**src/rtl/dac_ramp_sectsum_pkg.sv**
```systemverilog
package dac_ramp_sectsum_pkg;

  typedef enum logic {
    ST_IDLE = 1'b0,
    ST_RUN  = 1'b1
  } seq_state_t;

  // Accumulator width: codes per section times the largest sample count.
  function automatic int unsigned acc_width(int unsigned code_w,
                                            int unsigned sect_log2,
                                            int unsigned spc_w);
    return code_w - sect_log2 + spc_w;
  endfunction

  // Effective samples per code: zero selects the default.
  function automatic int unsigned eff_spc(int unsigned cfg, int unsigned def_spc);
    return (cfg == 0) ? def_spc : cfg;
  endfunction

  // Section index of a code: its top sect_log2 bits.
  function automatic int unsigned sect_of(int unsigned code,
                                          int unsigned code_w,
                                          int unsigned sect_log2);
    return code >> (code_w - sect_log2);
  endfunction

endpackage

```
**src/rtl/dac_ramp_ctrl.sv**
```systemverilog
module dac_ramp_ctrl
  import dac_ramp_sectsum_pkg::*;
#(
  parameter int unsigned CODE_W    = 14,
  parameter int unsigned SECT_LOG2 = 2
) (
  input  logic                 clk,
  input  logic                 rst_n,
  input  logic                 start_req,
  input  logic                 bist_done,
  input  logic                 sys_idle,
  input  logic                 code_end,
  output logic                 run,
  output logic [CODE_W-1:0]    dac_code,
  output logic [SECT_LOG2-1:0] sect_idx,
  output logic                 run_start,
  output logic                 run_abort,
  output logic                 run_finish,
  output logic                 done
);

  seq_state_t        state_q;
  logic [CODE_W-1:0] code_q;
  logic              last_code;

  assign run       = (state_q == ST_RUN);
  assign last_code = &code_q;
  assign run_start = (state_q == ST_IDLE) && start_req && sys_idle && bist_done;
  assign run_abort = run && !sys_idle;
  // Abort wins over completion in the same cycle.
  assign run_finish = run && sys_idle && code_end && last_code;

  assign dac_code = code_q;
  assign sect_idx = SECT_LOG2'(sect_of(32'(code_q), CODE_W, SECT_LOG2));

  always_ff @(posedge clk or negedge rst_n) begin
    if (!rst_n) begin
      state_q <= ST_IDLE;
      code_q  <= '0;
      done    <= 1'b0;
    end else begin
      done <= run_finish;
      unique case (state_q)
        ST_IDLE: begin
          code_q <= '0;
          if (run_start) state_q <= ST_RUN;
        end
        ST_RUN: begin
          if (run_abort) begin
            state_q <= ST_IDLE;
            code_q  <= '0;
          end else if (code_end) begin
            if (last_code) begin
              state_q <= ST_IDLE;
              code_q  <= '0;
            end else begin
              code_q <= code_q + 1'b1;
            end
          end
        end
        default: state_q <= ST_IDLE;
      endcase
    end
  end

endmodule

```
**src/rtl/dac_ramp_meter.sv**
```systemverilog
module dac_ramp_meter
  import dac_ramp_sectsum_pkg::*;
#(
  parameter int unsigned SPC_W   = 7,
  parameter int unsigned DEF_SPC = 64
) (
  input  logic             clk,
  input  logic             rst_n,
  input  logic             run,
  input  logic             run_start,
  input  logic             mod_bit,
  input  logic [SPC_W-1:0] spc_cfg,
  output logic             code_end,
  output logic [SPC_W-1:0] code_ones
);

  logic [SPC_W-1:0] spc_q;   // samples per code for this run
  logic [SPC_W-1:0] cnt_q;   // samples already taken for the current code
  logic [SPC_W-1:0] ones_q;  // ones among them

  assign code_end  = run && (cnt_q == spc_q - 1'b1);
  assign code_ones = ones_q + SPC_W'(mod_bit);

  always_ff @(posedge clk or negedge rst_n) begin
    if (!rst_n) begin
      spc_q  <= SPC_W'(1);
      cnt_q  <= '0;
      ones_q <= '0;
    end else if (run_start) begin
      spc_q  <= SPC_W'(eff_spc(32'(spc_cfg), DEF_SPC));
      cnt_q  <= '0;
      ones_q <= '0;
    end else if (run) begin
      if (code_end) begin
        cnt_q  <= '0;
        ones_q <= '0;
      end else begin
        cnt_q  <= cnt_q + 1'b1;
        ones_q <= code_ones;
      end
    end
  end

endmodule

```
**src/rtl/dac_ramp_bank.sv**
```systemverilog
module dac_ramp_bank #(
  parameter int unsigned SECT_LOG2 = 2,
  parameter int unsigned SPC_W     = 7,
  parameter int unsigned ACC_W     = 19,
  localparam int unsigned NUM_SECT = 1 << SECT_LOG2
) (
  input  logic                               clk,
  input  logic                               rst_n,
  input  logic                               run_start,
  input  logic                               code_end,
  input  logic                               run_finish,
  input  logic [SECT_LOG2-1:0]               sect_idx,
  input  logic [SPC_W-1:0]                   code_ones,
  output logic [NUM_SECT-1:0][ACC_W-1:0]     sect_sum
);

  for (genvar g = 0; g < NUM_SECT; g++) begin : g_sect
    logic [ACC_W-1:0] work_q;
    logic [ACC_W-1:0] pub_q;
    logic             hit;
    logic [ACC_W-1:0] work_nxt;

    assign hit      = code_end && (sect_idx == SECT_LOG2'(g));
    assign work_nxt = work_q + (hit ? ACC_W'(code_ones) : '0);

    // Working sum, cleared at each run start.
    always_ff @(posedge clk or negedge rst_n) begin
      if (!rst_n)         work_q <= '0;
      else if (run_start) work_q <= '0;
      else if (hit)       work_q <= work_nxt;
    end

    // Published sum, replaced only when a run completes.
    always_ff @(posedge clk or negedge rst_n) begin
      if (!rst_n)          pub_q <= '0;
      else if (run_finish) pub_q <= work_nxt;
    end

    assign sect_sum[g] = pub_q;
  end

endmodule

```
**src/rtl/dac_ramp_sectsum.sv**
```systemverilog
module dac_ramp_sectsum
  import dac_ramp_sectsum_pkg::*;
#(
  parameter int unsigned CODE_W   = 14,
  parameter int unsigned SPC_W    = 7,
  parameter int unsigned DEF_SPC  = 64,
  localparam int unsigned SECT_LOG2 = 2,
  localparam int unsigned NUM_SECT  = 1 << SECT_LOG2,
  localparam int unsigned ACC_W     = acc_width(CODE_W, SECT_LOG2, SPC_W)
) (
  input  logic                           clk,
  input  logic                           rst_n,
  input  logic                           start_req,
  input  logic                           bist_done,
  input  logic                           sys_idle,
  input  logic [SPC_W-1:0]               spc_cfg,
  input  logic                           mod_bit,
  output logic [CODE_W-1:0]              dac_code,
  output logic                           mod_en,
  output logic                           done,
  output logic [NUM_SECT-1:0][ACC_W-1:0] sect_sum
);

  // Internal events, named for the checker.
  logic                 run;
  logic                 run_start;
  logic                 run_abort;
  logic                 run_finish;
  logic                 code_end;
  logic [SECT_LOG2-1:0] sect_idx;
  logic [SPC_W-1:0]     code_ones;

  assign mod_en = run;

  dac_ramp_ctrl #(
    .CODE_W    (CODE_W),
    .SECT_LOG2 (SECT_LOG2)
  ) u_ctrl (
    .clk        (clk),
    .rst_n      (rst_n),
    .start_req  (start_req),
    .bist_done  (bist_done),
    .sys_idle   (sys_idle),
    .code_end   (code_end),
    .run        (run),
    .dac_code   (dac_code),
    .sect_idx   (sect_idx),
    .run_start  (run_start),
    .run_abort  (run_abort),
    .run_finish (run_finish),
    .done       (done)
  );

  dac_ramp_meter #(
    .SPC_W   (SPC_W),
    .DEF_SPC (DEF_SPC)
  ) u_meter (
    .clk       (clk),
    .rst_n     (rst_n),
    .run       (run),
    .run_start (run_start),
    .mod_bit   (mod_bit),
    .spc_cfg   (spc_cfg),
    .code_end  (code_end),
    .code_ones (code_ones)
  );

  dac_ramp_bank #(
    .SECT_LOG2 (SECT_LOG2),
    .SPC_W     (SPC_W),
    .ACC_W     (ACC_W)
  ) u_bank (
    .clk        (clk),
    .rst_n      (rst_n),
    .run_start  (run_start),
    .code_end   (code_end),
    .run_finish (run_finish),
    .sect_idx   (sect_idx),
    .code_ones  (code_ones),
    .sect_sum   (sect_sum)
  );

endmodule

```
**config.mk**
```make
export PLATFORM = sky130hd
export DESIGN_NAME = dac_ramp_sectsum
export DESIGN_NICKNAME = d
export VERILOG_FILES = /design/src/rtl/dac_ramp_sectsum_pkg.sv /design/src/rtl/dac_ramp_ctrl.sv /design/src/rtl/dac_ramp_meter.sv /design/src/rtl/dac_ramp_bank.sv /design/src/rtl/dac_ramp_sectsum.sv
export SDC_FILE = /design/constraint.sdc
export NUM_CORES = 1
export LEC_CHECK = 0
export BUFFER_PORTS_ARGS = -buffer_cell sky130_fd_sc_hd__buf_2
export CORE_ASPECT_RATIO = 0.75
export CORE_MARGIN = 10
export CORE_UTILIZATION = 50
export CTS_CLUSTER_SIZE = 30
export DETAILED_ROUTE_END_ITERATION = 8
export PLACE_DENSITY = 0.69
export REMOVE_ABC_BUFFERS = 1
export SETUP_SLACK_MARGIN = 0.05
export SLEW_MARGIN = 0
export SYNTH_ARGS = -nofsm -noshare
export SYNTH_HDL_FRONTEND = slang
export SYNTH_SLANG_ARGS = --single-unit
```
**constraint.sdc**
```tcl
create_clock -name clk -period 4.7 [get_ports clk]
set_input_delay 0.47 -clock clk [delete_from_list [all_inputs] [get_ports clk]]
set_output_delay 0.47 -clock clk [all_outputs]
set_load 0.005 [all_outputs]
```
### Word level (Yosys, flattened, before mapping)

Cells that the tools add are included.

| storage, ports and cells | value |
|---|---|
| register bits after elaboration | 189 |
| bits in latches | 0 |
| bits in writable memories | 0 |
| memory bits (read-only) | 0 |
| input bits | 13 |
| output and inout port bits | 92 |
| logic and storage cells | 77 |
| memories | 0 |

| operators by class | value |
|---|---|
| $add $sub $neg | 8 |
| $mul | 0 |
| div/mod/pow operators | 0 |
| magnitude comparators | 0 |
| equality and inequality tests | 5 |
| shift-type cells | 0 |
| multiplexer cells | 28 |
| bitwise logic cells | 1 |
| reductions and logical operators | 21 |

Operators with widths:

| operator | count |
|---|---|
| two-way mux 19 bit | 8 |
| two-way mux 7 bit | 11 |
| adder 19 bit | 4 |
| two-way mux 14 bit | 3 |
| one-hot mux 14 bit (2 select lines) | 1 |
| adder 14 x 1 -> 14 bit (second input constant) | 1 |
| AND reduction 14 bit | 1 |
| logical AND 1 bit | 12 |
| nonzero test 2 bit | 5 |
| adder 7 x 1 -> 7 bit | 1 |
| adder 7 x 1 -> 7 bit (second input constant) | 1 |
| equality test 7 bit | 1 |
| zero test 7 bit | 1 |
| subtractor 7 x 1 -> 7 bit (second input constant) | 1 |
| equality test 2 bit (second input constant) | 2 |
| two-way mux 1 bit | 4 |
| inequality test 3 x 2 -> 1 bit (second input constant) | 1 |
| equality test 2 x 1 -> 1 bit (second input constant) | 1 |
| zero test 2 bit | 1 |
| one-hot mux 1 bit (2 select lines) | 1 |
| zero test 1 bit | 1 |
| NOT 1 bit | 1 |

### Depth between registers and ports, before layout

Gate-level depths: netlist (run 1).

| logic depth | value |
|---|---|
| depth in word-level cells | 8 |
| gate-level depth with buffers | 19 |
| depth with buffers taken out | 17 |

### Cells and area by module

A second synthesis (run 1) with hierarchy kept.

| second synthesis, totals | value |
|---|---|
| cell total of the unflattened synthesis | 1084 |
| area total of the unflattened synthesis | 10432.5 µm² |

Modules (own cells, without submodules):

| module | times used | cells an instance | area each (µm²) | seq. area each (µm²) |
|---|---|---|---|---|
| dac_ramp_bank | 1 | 862 | 8310.5 | 3803.6 |
| dac_ramp_meter | 1 | 139 | 1283.7 | 526.8 |
| dac_ramp_ctrl | 1 | 83 | 838.3 | 400.4 |

### Least setup slack after synthesis (run 1)

No wires, ideal clock.

| timing path | value |
|---|---|
| path type | reg-to-reg |
| start | reg u_meter.spc_q[0] |
| end | reg u_bank.g_sect[3].pub_q[10] |
| library setup time | 0.125 ns |
| data arrival time | 4.150 ns |
| data required time | 4.575 ns |
| path slack | 0.425 ns |
| stages on the path, launching flop included | 19 |
| path buffers | 2 |
| period minus slack after synthesis | 4.275 ns |
| cells stage by stage | dfstp_2 > inv_1 > ha_1 > or3_1 > a31oi_4 > and4_1 > buf_2 > nand2_1 > nor2_1 > ha_1 > inv_1 > fa_1 > nor2b_1 > o31a_1 > o211ai_1 > clkbuf_1 > o21a_1 > or2_2 > mux2_4 |

| on the way | value |
|---|---|
| cells in the longest elaborated chain, start to end | 6 |
| elaborated cells on any way between the ends | 8 |

Ends and longest elaborated chain:

| item | RTL line | text |
|---|---|---|
| from (decl) | dac_ramp_meter.sv:17 | `logic [SPC_W-1:0] spc_q;` |
| from (signal assigned) | dac_ramp_meter.sv:30 | `spc_q <= SPC_W'(eff_spc(32'(spc_cfg), DEF_SPC));` |
| subtractor 7 x 1 -> 7 bit (*) | dac_ramp_meter.sv:21 | `assign code_end = run && (cnt_q == spc_q - 1'b1);` |
| equality test 7 bit (*) | dac_ramp_meter.sv:21 |  |
| logical AND 1 bit (*) | dac_ramp_meter.sv:21 |  |
| logical AND 1 bit | dac_ramp_bank.sv:23 | `assign hit = code_end && (sect_idx == SECT_LOG2'(g));` |
| two-way mux 7 bit | dac_ramp_bank.sv:24 | `assign work_nxt = work_q + (hit ? ACC_W'(code_ones) : '0);` |
| adder 19 bit | dac_ramp_bank.sv:24 |  |
| to (signal assigned) | dac_ramp_bank.sv:36 | `else if (run_finish) pub_q <= work_nxt;` |
| to (decl) | dac_ramp_bank.sv:19 | `logic [ACC_W-1:0] pub_q;` |

Every way passes the cells marked *; elsewhere a longest branch is shown, timed or not.
A chain may end at the register's enable or synchronous reset.

### Final worst setup path (run 1)

| timing path | value |
|---|---|
| start | reg u_meter.spc_q[0] |
| end | reg u_bank.g_sect[0].pub_q[15] |

| on the way | value |
|---|---|
| cells in the longest elaborated chain, start to end | 6 |
| elaborated cells on any way between the ends | 8 |

Ends and longest elaborated chain:

| item | RTL line |
|---|---|
| subtractor 7 x 1 -> 7 bit (*) | dac_ramp_meter.sv:21 |
| equality test 7 bit (*) | dac_ramp_meter.sv:21 |
| logical AND 1 bit (*) | dac_ramp_meter.sv:21 |
| logical AND 1 bit | dac_ramp_bank.sv:23 |
| two-way mux 7 bit | dac_ramp_bank.sv:24 |
| adder 19 bit | dac_ramp_bank.sv:24 |
| to (signal assigned) | dac_ramp_bank.sv:36 |
| to (decl) | dac_ramp_bank.sv:19 |

Marks and branches as above.

==> results.toml, run 1 <==
[run_status]
run_status = "completed"

[pwr]
leakage_nw = 6.12
irDropWorstVdd_uv = 269
finalPower_mw = 3.70
power_density_nw_per_um2 = 299

[setup_path]
crit_path_start = "u_meter.spc_q[0]$_DFFE_PN1P_"
cp_cell_sequence = "inv_1 -> ha_1 -> o21bai_1 -> a2111o_1 -> nand3_1 -> a21o_2 -> buf_6 -> nand2_1 -> nor2_1 -> ha_1 -> a2111oi_0 -> o211ai_1 -> nand2_1 -> nor3_1 -> or2_2 -> mux2_2"
crit_fanout = 20
crit_buf_inv = 2
reg2reg_slack_ns = 0.24
cp.arrival_ns = 4.78
required_ns = 5.02
endpoint = "u_bank.g_sect[0].pub_q[15]$_DFFE_PN0P_"
worstSetupEndpointType = "flip-flop"
path_class = "reg2reg"
cp.depth = 16
rr_endpoint = "u_bank.g_sect[0].pub_q[15]$_DFFE_PN0P_"
r2r_start = "u_meter.spc_q[0]$_DFFE_PN1P_"
cpLargestDelayFamily = "compound AO/OA/AOI/OAI gates"
slowest_stage = "a2111oi_0"
reg2regPathDepth = 16
slowest_delay_ns = 0.61
start_kind = "flip-flop"

[routing]
dr_total_vias = 8834
drc_errors = 0
final_antenna_net_count = 0
drt_iter0_drc = 876
drt-wirelength-per-cell_microns = 18.3
drt_first_pass_iters = 5
drt_wl_total_microns = 27400
vias_per_cell = 5.91

[sta]
fin_skew_ns = 0.0147
worst_pin_slew_ns = 1.12
finalSetupViolCount = 0
slew_headroom_pct = 25.5
fmax_mhz = 224
period_needed_ns = 4.46
hold_viol_final = 0
drv_slew = 0
grt_setup_unrepaired = "true"
fin_crit_sh_pct = 94.8

[synth]
synthCells = 1101
synth.top_cell.area_share_pct = 43.0
async_flop_share_pct = 100
synth_top_cell_by_area = "dfrtp_1"
netlist_top_cells_area = "dfrtp_1 (43%), mux2_4 (5.1%), nand2_1 (3.9%), mux2_2 (3.8%), ha_1 (3.8%)"
yosysUniqueCellTypes = 64
synth.cell_area_sq_um = 10900
synth_seq_cells = 189
ys_seq_area_share_pct = 43.3
synth.avg_cell_area_sq_um = 9.93
synth_edf_count = 0
yosysWarnings = 0
synth_top_flop_cell = "dfrtp_1"

[global_routing]
grt_pass1_vias = 8806
antenna_found_initial = 0
globalRouteOverflowTotal = 0
grt_max_degree = 107
grt_usage_pct = 19.5
grt_pass1_wl_microns = 46100

[floorplanning]
die_x_microns = 191
num_rows = 46
start_util_pct = 51.3
core-area_sq_um = 21300
die_h_microns = 148
num_io_pins = 105
design.die.area_sq_um = 28200

[clock_tree]
cts_inserted_buffers = 17
clockBufferDepth = 2
clk_latency_ns = 0.44
cts.sinks = 189
ctsHtreeMaxLevel = 4
root_buffer = "clkbuf_16"
cts_tree = "built"
hold_buffers = 0
clkTransAtPathRegs_ns = 0.08

[placement]
dp_hpwl_microns = 18700
place_area_sq_um = 11800
place.gp.congestion = 0.845
port-buffer-count = 104

[hold_path]
hp-class = "in2async"

[finish]
drive_gt1_share_pct = 22.2
final_area_sq_um = 12400
layout_common_cells = "dfrtp_1 (188), nand2_1 (114), buf_2 (103)"
n_fill_cell = 1885
syn_to_final_growth_pct = 13.3
final_common_cell = "dfrtp_1"
n_antenna_cell = 0
nNetsFinal = 1245

[flow_run]
max_cap_viol_count = 0
==> logic make-up (layout without fill, tap and decap cells) <==
family	Yosys count	in the layout	share of synthesized area [%]
AO/OA/AOI/OAI	252	252	16.3
XOR/XNOR	56	56	4.49
adder cells (fa/ha/maj)	37	37	4.51
buffers and inverters	91	198	3.67
flip-flops	189	189	43.3
multiplexers	79	79	9.35
AND/OR/NAND/NOR	397	397	18.4
==> cell usage after synthesis (4+ instances only) <==
cell type	count
nand2b_1	8
a21o_1	19
xor2_1	18
and2_1	11
and4_1	8
o211ai_1	17
nand3_1	43
nand2_1	115
xnor2_1	38
or2_2	9
o21a_1	14
clkbuf_1	31
a211oi_1	18
mux2i_1	5
or3_1	20
or4_1	6
nor4b_1	11
nor2b_1	9
o21ai_0	73
a21oi_1	28
a31o_2	10
nor4_1	19
nand4b_1	4
inv_1	33
o31ai_1	7
dfrtp_1	188
buf_2	17
buf_6	4
ha_1	33
o311ai_0	6
a221o_1	27
fa_1	4
nor3_1	29
and3_1	12
nand4_1	13
mux2_4	37
nor2_1	73
mux2_2	37
==> flip-flops by register name, summed over array words and instances, names as in the netlist <==
name,cells
u_ctrl.done,1
u_ctrl.run,1
u_meter.ones_q,7
u_bank.g_sect.work_q,76
u_meter.spc_q,7
u_ctrl.dac_code,14
u_bank.g_sect.pub_q,76
u_meter.cnt_q,7
==> worst min path at each step <==
| stage | startpoint | end | slack [ns] | cells after the start |
|---|---|---|---|---|
| final | rst_n | u_bank.g_sect[1].work_q[13]$_DFFE_PN0P_ | 0.05 | 1 |
| after global routing | rst_n | u_bank.g_sect[1].work_q[13]$_DFFE_PN0P_ | 0.11 | 1 |
| after CTS | rst_n | u_bank.g_sect[1].pub_q[13]$_DFFE_PN0P_ | 0.09 | 1 |
| after detailed placement | u_bank.g_sect[2].work_q[18]$_DFFE_PN0P_ | u_bank.g_sect[2].work_q[18]$_DFFE_PN0P_ | 0.48 | 1 |
| after global placement | u_meter.ones_q[0]$_DFFE_PN0P_ | u_meter.ones_q[0]$_DFFE_PN0P_ | 0.47 | 2 |
| after floorplan | rst_n | u_bank.g_sect[0].pub_q[0]$_DFFE_PN0P_ | 0.17 | 0 |
==> where the power goes <==
part	switching, mW	internal [mW]
Combinational	0.374	0.151
Sequential	0.0552	1.66
Clock	0.706	0.753
Total	1.14	2.57
==> metal layers <==
metal / part of all wire (%) / vias to the layer above / track usage [%] / wire [microns]
li1: - / 4227 / - / -
met1: 50 / 4320 / 28.4 / 13600
met2: 43 / 273 / 29.4 / 11900
met3: 6.0 / 14 / 3.79 / 1650
met4: 0.84 / 0 / 4.16 / 229
met5: 0 / - / 0 / 0
==> area by class of cell <==
type | count | area [sq um] | share of cell area, %
sequential | 189 | 4730 | 38.2
timing repair buffer | 133 | 763 | 6.16
tap | 288 | 360 | 2.91
clock inverter | 14 | 146 | 1.18
clock buffer | 18 | 429 | 3.46
inverter | 33 | 124 | 1.00
multi-input combinational | 821 | 5830 | 47.1
==> stage by stage <==
step | hold slack, ns | setup WS (ns) | util (%) | TNS (ns) | cells
after floorplan | 0.174 | -0.646 | - | -52.09 | 1043
after global placement | 0.466 | 0.375 | 55.3 | 0 | 1461
after detailed placement | 0.484 | 0.243 | 55.3 | 0 | 1461
after CTS | 0.0881 | 0.234 | 58.0 | 0 | 1493
after global routing | 0.107 | 0.0186 | 58.2 | 0 | 1496
final | 0.0479 | 0.245 | 58.2 | 0 | 1496
==> what timing repair did <==
action | 4_1_cts | 5_1_grt
hold endpoints to repair | 0 | 0
gates resized for setup | 0 | 4
buffers inserted | 0 | 3
setup endpoints to repair | 0 | 13
No activity file was read; power rests on OpenSTA's default activity.
==> run 2, diff against run 1 <==
--- a/config.mk
+++ b/config.mk
@@ -8,10 +8,10 @@
 export BUFFER_PORTS_ARGS = -buffer_cell sky130_fd_sc_hd__buf_2
 export CORE_ASPECT_RATIO = 0.75
 export CORE_MARGIN = 10
-export CORE_UTILIZATION = 50
+export CORE_UTILIZATION = 55
 export CTS_CLUSTER_SIZE = 30
 export DETAILED_ROUTE_END_ITERATION = 8
-export PLACE_DENSITY = 0.69
+export PLACE_DENSITY = 0.75
 export REMOVE_ABC_BUFFERS = 1
 export SETUP_SLACK_MARGIN = 0.05
 export SLEW_MARGIN = 0
==> run 2 against run 1 <==
  * Combinational power fell by 6.8%
  * Via count up 0.88%
  * Hold slack gained 0.070 ns
  * Critical path depth is the same
  * Die area fell by 8.0%
  * Non-clock buffer count is 5 higher
  * Largest cell class unchanged
  * Largest power group unchanged
  * Highest routed layer unchanged
==> results.toml, run 2 (synthesis gave the netlist of run 1 again) <==
[run_status]
run_status = "completed"

[routing]
final_antenna_net_count = 0
drt_iter0_drc = 928
vias_per_cell = 6.08
drt_first_pass_iters = 5
drc_errors = 0
dr_total_vias = 8912
drt_wl_total_microns = 26400
drt-wirelength-per-cell_microns = 18.0

[setup_path]
cpLargestDelayFamily = "simple AND/OR/NAND/NOR gates"
cp_cell_sequence = "inv_1 -> ha_1 -> or3_1 -> a31oi_4 -> and4_1 -> buf_4 -> and3_1 -> inv_1 -> fa_1 -> nor2b_1 -> o31a_1 -> o211ai_1 -> buf_4 -> o21a_1 -> or2_2 -> mux2_4"
worstSetupEndpointType = "flip-flop"
endpoint = "u_bank.g_sect[3].pub_q[10]$_DFFE_PN0P_"
required_ns = 5.02
slowest_stage = "dfstp_2"
rr_endpoint = "u_bank.g_sect[3].pub_q[10]$_DFFE_PN0P_"
crit_path_start = "u_meter.spc_q[0]$_DFFE_PN1P_"
cp.arrival_ns = 4.75
slowest_delay_ns = 0.57
reg2regPathDepth = 16
start_kind = "flip-flop"
path_class = "reg2reg"
cp.depth = 16
r2r_start = "u_meter.spc_q[0]$_DFFE_PN1P_"
reg2reg_slack_ns = 0.27
crit_buf_inv = 4
crit_fanout = 10

[placement]
place.gp.congestion = 0.874
port-buffer-count = 104
dp.cells = 1428
place_area_sq_um = 11700
place_ws_ns = 0.314
dp_hpwl_microns = 18100

[global_routing]
grt_usage_pct = 20.2
antenna_found_initial = 0
grt_max_degree = 115
grt_pass1_wl_microns = 43700
globalRouteOverflowTotal = 0
grt_pass1_vias = 8522

[sta]
fmax_mhz = 226
slew_headroom_pct = 26.7
fin_tns_setup_ns = 0
fin_skew_ns = 0.0172
hold_viol_final = 0
worst_pin_slew_ns = 1.10
setup_ws_ns = 0.274
holdWs_ns = 0.118
finalSetupViolCount = 0
grt_setup_unrepaired = "true"
period_needed_ns = 4.43
fin_crit_sh_pct = 94.2
drv_slew = 0

[pwr]
internal-power_mw = 2.54
clockPowerShare_pct = 39.0
finalPower_mw = 3.62
switching_share_pct = 29.9
seqPwrFrac_pct = 47.4
switchingPower_mw = 1.08
power_density_nw_per_um2 = 292
power_frac_comb_pct = 13.5
leakage_nw = 6.14
irDropWorstVdd_uv = 196

[clock_tree]
root_buffer = "clkbuf_16"
cts_tree = "built"
clk_latency_ns = 0.44
cts.sinks = 189
clkTransAtPathRegs_ns = 0.07
cts_inserted_buffers = 17
ctsHtreeMaxLevel = 4
clockBufferDepth = 2

[finish]
drive_gt1_share_pct = 22.4
final_area_sq_um = 12400
n_antenna_cell = 0
syn_to_final_growth_pct = 13.3
utilization_pct = 63.7
regArea_sq_um = 4730
n_fill_cell = 1615
multiInputGateArea_sq_um = 5850
layout_common_cells = "dfrtp_1 (188), nand2_1 (115), buf_2 (103)"
final_common_cell = "dfrtp_1"
nNetsFinal = 1250
fin_cells = 1466

[floorplanning]
core-area_sq_um = 19400
num_rows = 44
num_io_pins = 105
die_x_microns = 183
start_util_pct = 56.3
design.die.area_sq_um = 26000
die_h_microns = 142

[hold_path]
hp-class = "in2async"

[flow_run]
max_cap_viol_count = 0
run 2: final cells by class:
class | count | area share (%)
Clock buffer | 18 | 3.47
Clock inverter | 14 | 1.10
Inverter | 33 | 1.00
Multi-Input combinational cell | 821 | 47.2
Sequential cell | 189 | 38.2
Tap cell | 253 | 2.56
Timing Repair Buffer | 138 | 6.44
run 2: worst min-delay path by stage:
stage | endpoint | slack, ns | cells after the start
after detailed placement | u_meter.ones_q[0]$_DFFE_PN0P_ | 0.48 | 2
after floorplan | u_bank.g_sect[0].pub_q[0]$_DFFE_PN0P_ | 0.17 | 0
after global routing | u_bank.g_sect[1].pub_q[15]$_DFFE_PN0P_ | 0.19 | 1
final | u_bank.g_sect[1].pub_q[13]$_DFFE_PN0P_ | 0.12 | 1
after CTS | u_bank.g_sect[1].pub_q[13]$_DFFE_PN0P_ | 0.20 | 1
after global placement | u_meter.ones_q[0]$_DFFE_PN0P_ | 0.47 | 2
run 2: power by group through the flow:
stage          registers [mW]  logic (mW)  clock network [mW]
6_report                 1.72       0.490                1.41
5_1_grt                  1.72       0.537                1.50
4_1_cts                  1.72       0.477                1.44
3_5_place_dp             1.75       0.477                   0
3_3_place_gp             1.74       0.470                   0
2_1_floorplan            1.73       0.264                   0
run 2: timing repair:
| action | CTS | global route |
|---|---|---|
| gates resized for setup | 0 | 5 |
| hold buffers | 0 | 0 |
| buffers inserted | 0 | 6 |
| endpoints found under the hold margin | 0 | 0 |
| setup endpoints to repair | 0 | 19 |
run 2: metal layers:
layer	GRT usage [%]	routed length [microns]	up-vias
li1	-	-	4256
met1	28.9	12800	4326
met2	30.2	11600	304
met3	4.75	1880	26
met4	4.79	208	0
met5	0	0	-
==> run 3, diff against run 2 <==
--- a/config.mk
+++ b/config.mk
@@ -11,6 +11,7 @@
 export CORE_UTILIZATION = 55
 export CTS_CLUSTER_SIZE = 30
 export DETAILED_ROUTE_END_ITERATION = 8
+export GPL_TIMING_DRIVEN = 0
 export PLACE_DENSITY = 0.75
 export REMOVE_ABC_BUFFERS = 1
 export SETUP_SLACK_MARGIN = 0.05
==> run 3 against run 2 <==
  * The run now ends with hold timing left
  * Final cell count fell by 0.68%
  * Fmax decreased by 2.2%
  * Non-clock buffer count decreased by 11
  * Sequential power hardly changed
  * First-iteration DRC count shrank 15%
  * Clock power decreased by 3%
  * Sequential share of layout area down 0.43 points
  * Combinational power is 25% higher
  * Largest cell class unchanged
==> results.toml, run 3 (synthesis gave the netlist of run 1 again) <==
[pwr]
irDropWorstVdd_uv = 225
finalPower_mw = 3.71
leakage_nw = 6.19
power_density_nw_per_um2 = 296

[floorplanning]
design.die.area_sq_um = 26000
num_io_pins = 105
start_util_pct = 56.3
die_x_microns = 183
num_rows = 44
core-area_sq_um = 19400
die_h_microns = 142

[setup_path]
worstSetupEndpointType = "flip-flop"
cp_common_cell = "buf_4"
cp.arrival_ns = 4.85
cp_cell_sequence = "inv_1 -> ha_2 -> o21bai_1 -> a2111o_1 -> nand3_4 -> a21o_4 -> buf_16 -> nand2_4 -> nor2_1 -> ha_1 -> nor2b_2 -> o31a_1 -> o211ai_1 -> buf_4 -> buf_4 -> nor3_1 -> or2_2 -> mux2_4"
path_class = "reg2reg"
crit_fanout = 28
crit_path_start = "u_meter.spc_q[0]$_DFFE_PN1P_"
slowest_delay_ns = 0.58
r2r_start = "u_meter.spc_q[0]$_DFFE_PN1P_"
slowest_stage = "dfstp_2"
required_ns = 5.02
start_kind = "flip-flop"

[finish]
syn_to_final_growth_pct = 14.5
utilization_pct = 64.4
layout_common_cells = "dfrtp_1 (188), nand2_1 (110), buf_2 (103)"
drive_gt1_share_pct = 23.4
multiInputGateArea_sq_um = 5960
n_antenna_cell = 0
fin_cells = 1456
n_fill_cell = 1574
nNetsFinal = 1240
final_area_sq_um = 12500
final_common_cell = "dfrtp_1"
regArea_sq_um = 4730

[sta]
fmax_mhz = 221
finalSetupViolCount = 0
period_needed_ns = 4.53
slew_headroom_pct = 22.4
fin_tns_setup_ns = 0
holdWs_ns = -0.0139
fin_crit_sh_pct = 96.3
grt_setup_unrepaired = "false"
worst_pin_slew_ns = 1.15
hold_viol_final = 5
fin_skew_ns = 0.0136
drv_slew = 0

[routing]
drt_iter0_drc = 786
final_antenna_net_count = 0
vias_per_cell = 6.17
drt-wirelength-per-cell_microns = 18.3
drt_first_pass_iters = 5
drc_errors = 0
dr_total_vias = 8989
drt_wl_total_microns = 26700

[placement]
port-buffer-count = 104
dp.cells = 1408
dp_hpwl_microns = 17900
place_area_sq_um = 11700
place.gp.congestion = 0.840

[clock_tree]
clkTransAtPathRegs_ns = 0.07
cts_inserted_buffers = 17
cts.sinks = 189
cts_tree = "built"
clockBufferDepth = 2
ctsHtreeMaxLevel = 4
root_buffer = "clkbuf_16"
clk_latency_ns = 0.43

[run_status]
run_status = "complete, but fails checks"
violations = "hold timing"

[global_routing]
grt_usage_pct = 20.4
grt_pass1_vias = 8701
grt_max_degree = 119
antenna_found_initial = 0
globalRouteOverflowTotal = 0
grt_pass1_wl_microns = 44200

[flow_run]
max_cap_viol_count = 0

[hold_path]
hp-class = "in2async"
## run 3: cell count changes in the layout (fill, tap and decap cells not counted), moves of 2 or more
cell      delta
and4b_1      -2
buf_16       +5
buf_4       -19
buf_8        +3
clkbuf_8     +2
nand2_1      -5
nand2_2      +4
nor2b_1      -2
nor2b_2      +2
nor4_1       -2
nor4_2       +2
## run 3: area by class of cell
cell class / instances / share of cell area (%)
clock buffers: 22 / 3.79
multi-input cells: 822 / 47.6
well taps: 253 / 2.53
clock inverters: 10 / 0.659
repair buffers: 127 / 6.66
inverters: 33 / 0.989
flip-flops and latches: 189 / 37.8
## run 3: final timing paths
check	end	slack, ns	cells after the start
worst min register to register	u_meter.ones_q[0]$_DFFE_PN0P_	0.49	2
worst max-delay path	u_bank.g_sect[3].pub_q[10]$_DFFE_PN0P_	0.17	18
worst max register to register	u_bank.g_sect[3].pub_q[10]$_DFFE_PN0P_	0.17	18
worst min-delay path	u_bank.g_sect[1].pub_q[12]$_DFFE_PN0P_	-0.01	1
max in group asynchronous	u_meter.cnt_q[1]$_DFFE_PN0P_	3.70	2
min in group clk	u_meter.spc_q[4]$_DFFE_PN0P_	0.24	3
## run 3: worst max-delay path, delay by kind of cell (launching register included)
kind            cells  cell delay, ns
compound gates      5            1.54
simple gates        6            0.93
fa+ha+maj           2            0.51
mux                 1            0.26
buf+inv             4            0.59
flops               1            0.58
## run 3: where the power goes
group | internal (mW) | leakage, nW | total (mW) | switching, mW
Sequential | 1.66 | 2.61 | 1.72 | 0.0595
Combinational | 0.208 | 3.32 | 0.614 | 0.406
Clock | 0.728 | 0.260 | 1.37 | 0.644
Total | 2.60 | 6.19 | 3.71 | 1.11
## run 3: layer usage
metal / global-route usage [%] / wire length (microns) / vias up
met2: 30.8 / 12100 / 270
met3: 4.45 / 1700 / 23
met5: 0 / 0 / -
met1: 29.1 / 12700 / 4461
li1: - / - / 4235
met4: 5.08 / 274 / 0
## run 3: timing repair
item                                    4_1_cts  5_1_grt
hold buffers                                  0        0
setup buffers                                 7        8
gates cloned                                  1        0
pin swaps                                     2       10
gates resized for setup                      12       20
endpoints found under the setup margin       75       74
## run 3: stage by stage
stage	setup WS, ns	hold WS (ns)
3_5_place_dp	-0.699	0.475
2_1_floorplan	-0.646	0.174
6_report	0.173	-0.0139
3_3_place_gp	-2.76	0.467
4_1_cts	0.0617	0.0134
5_1_grt	0.0444	0.0208
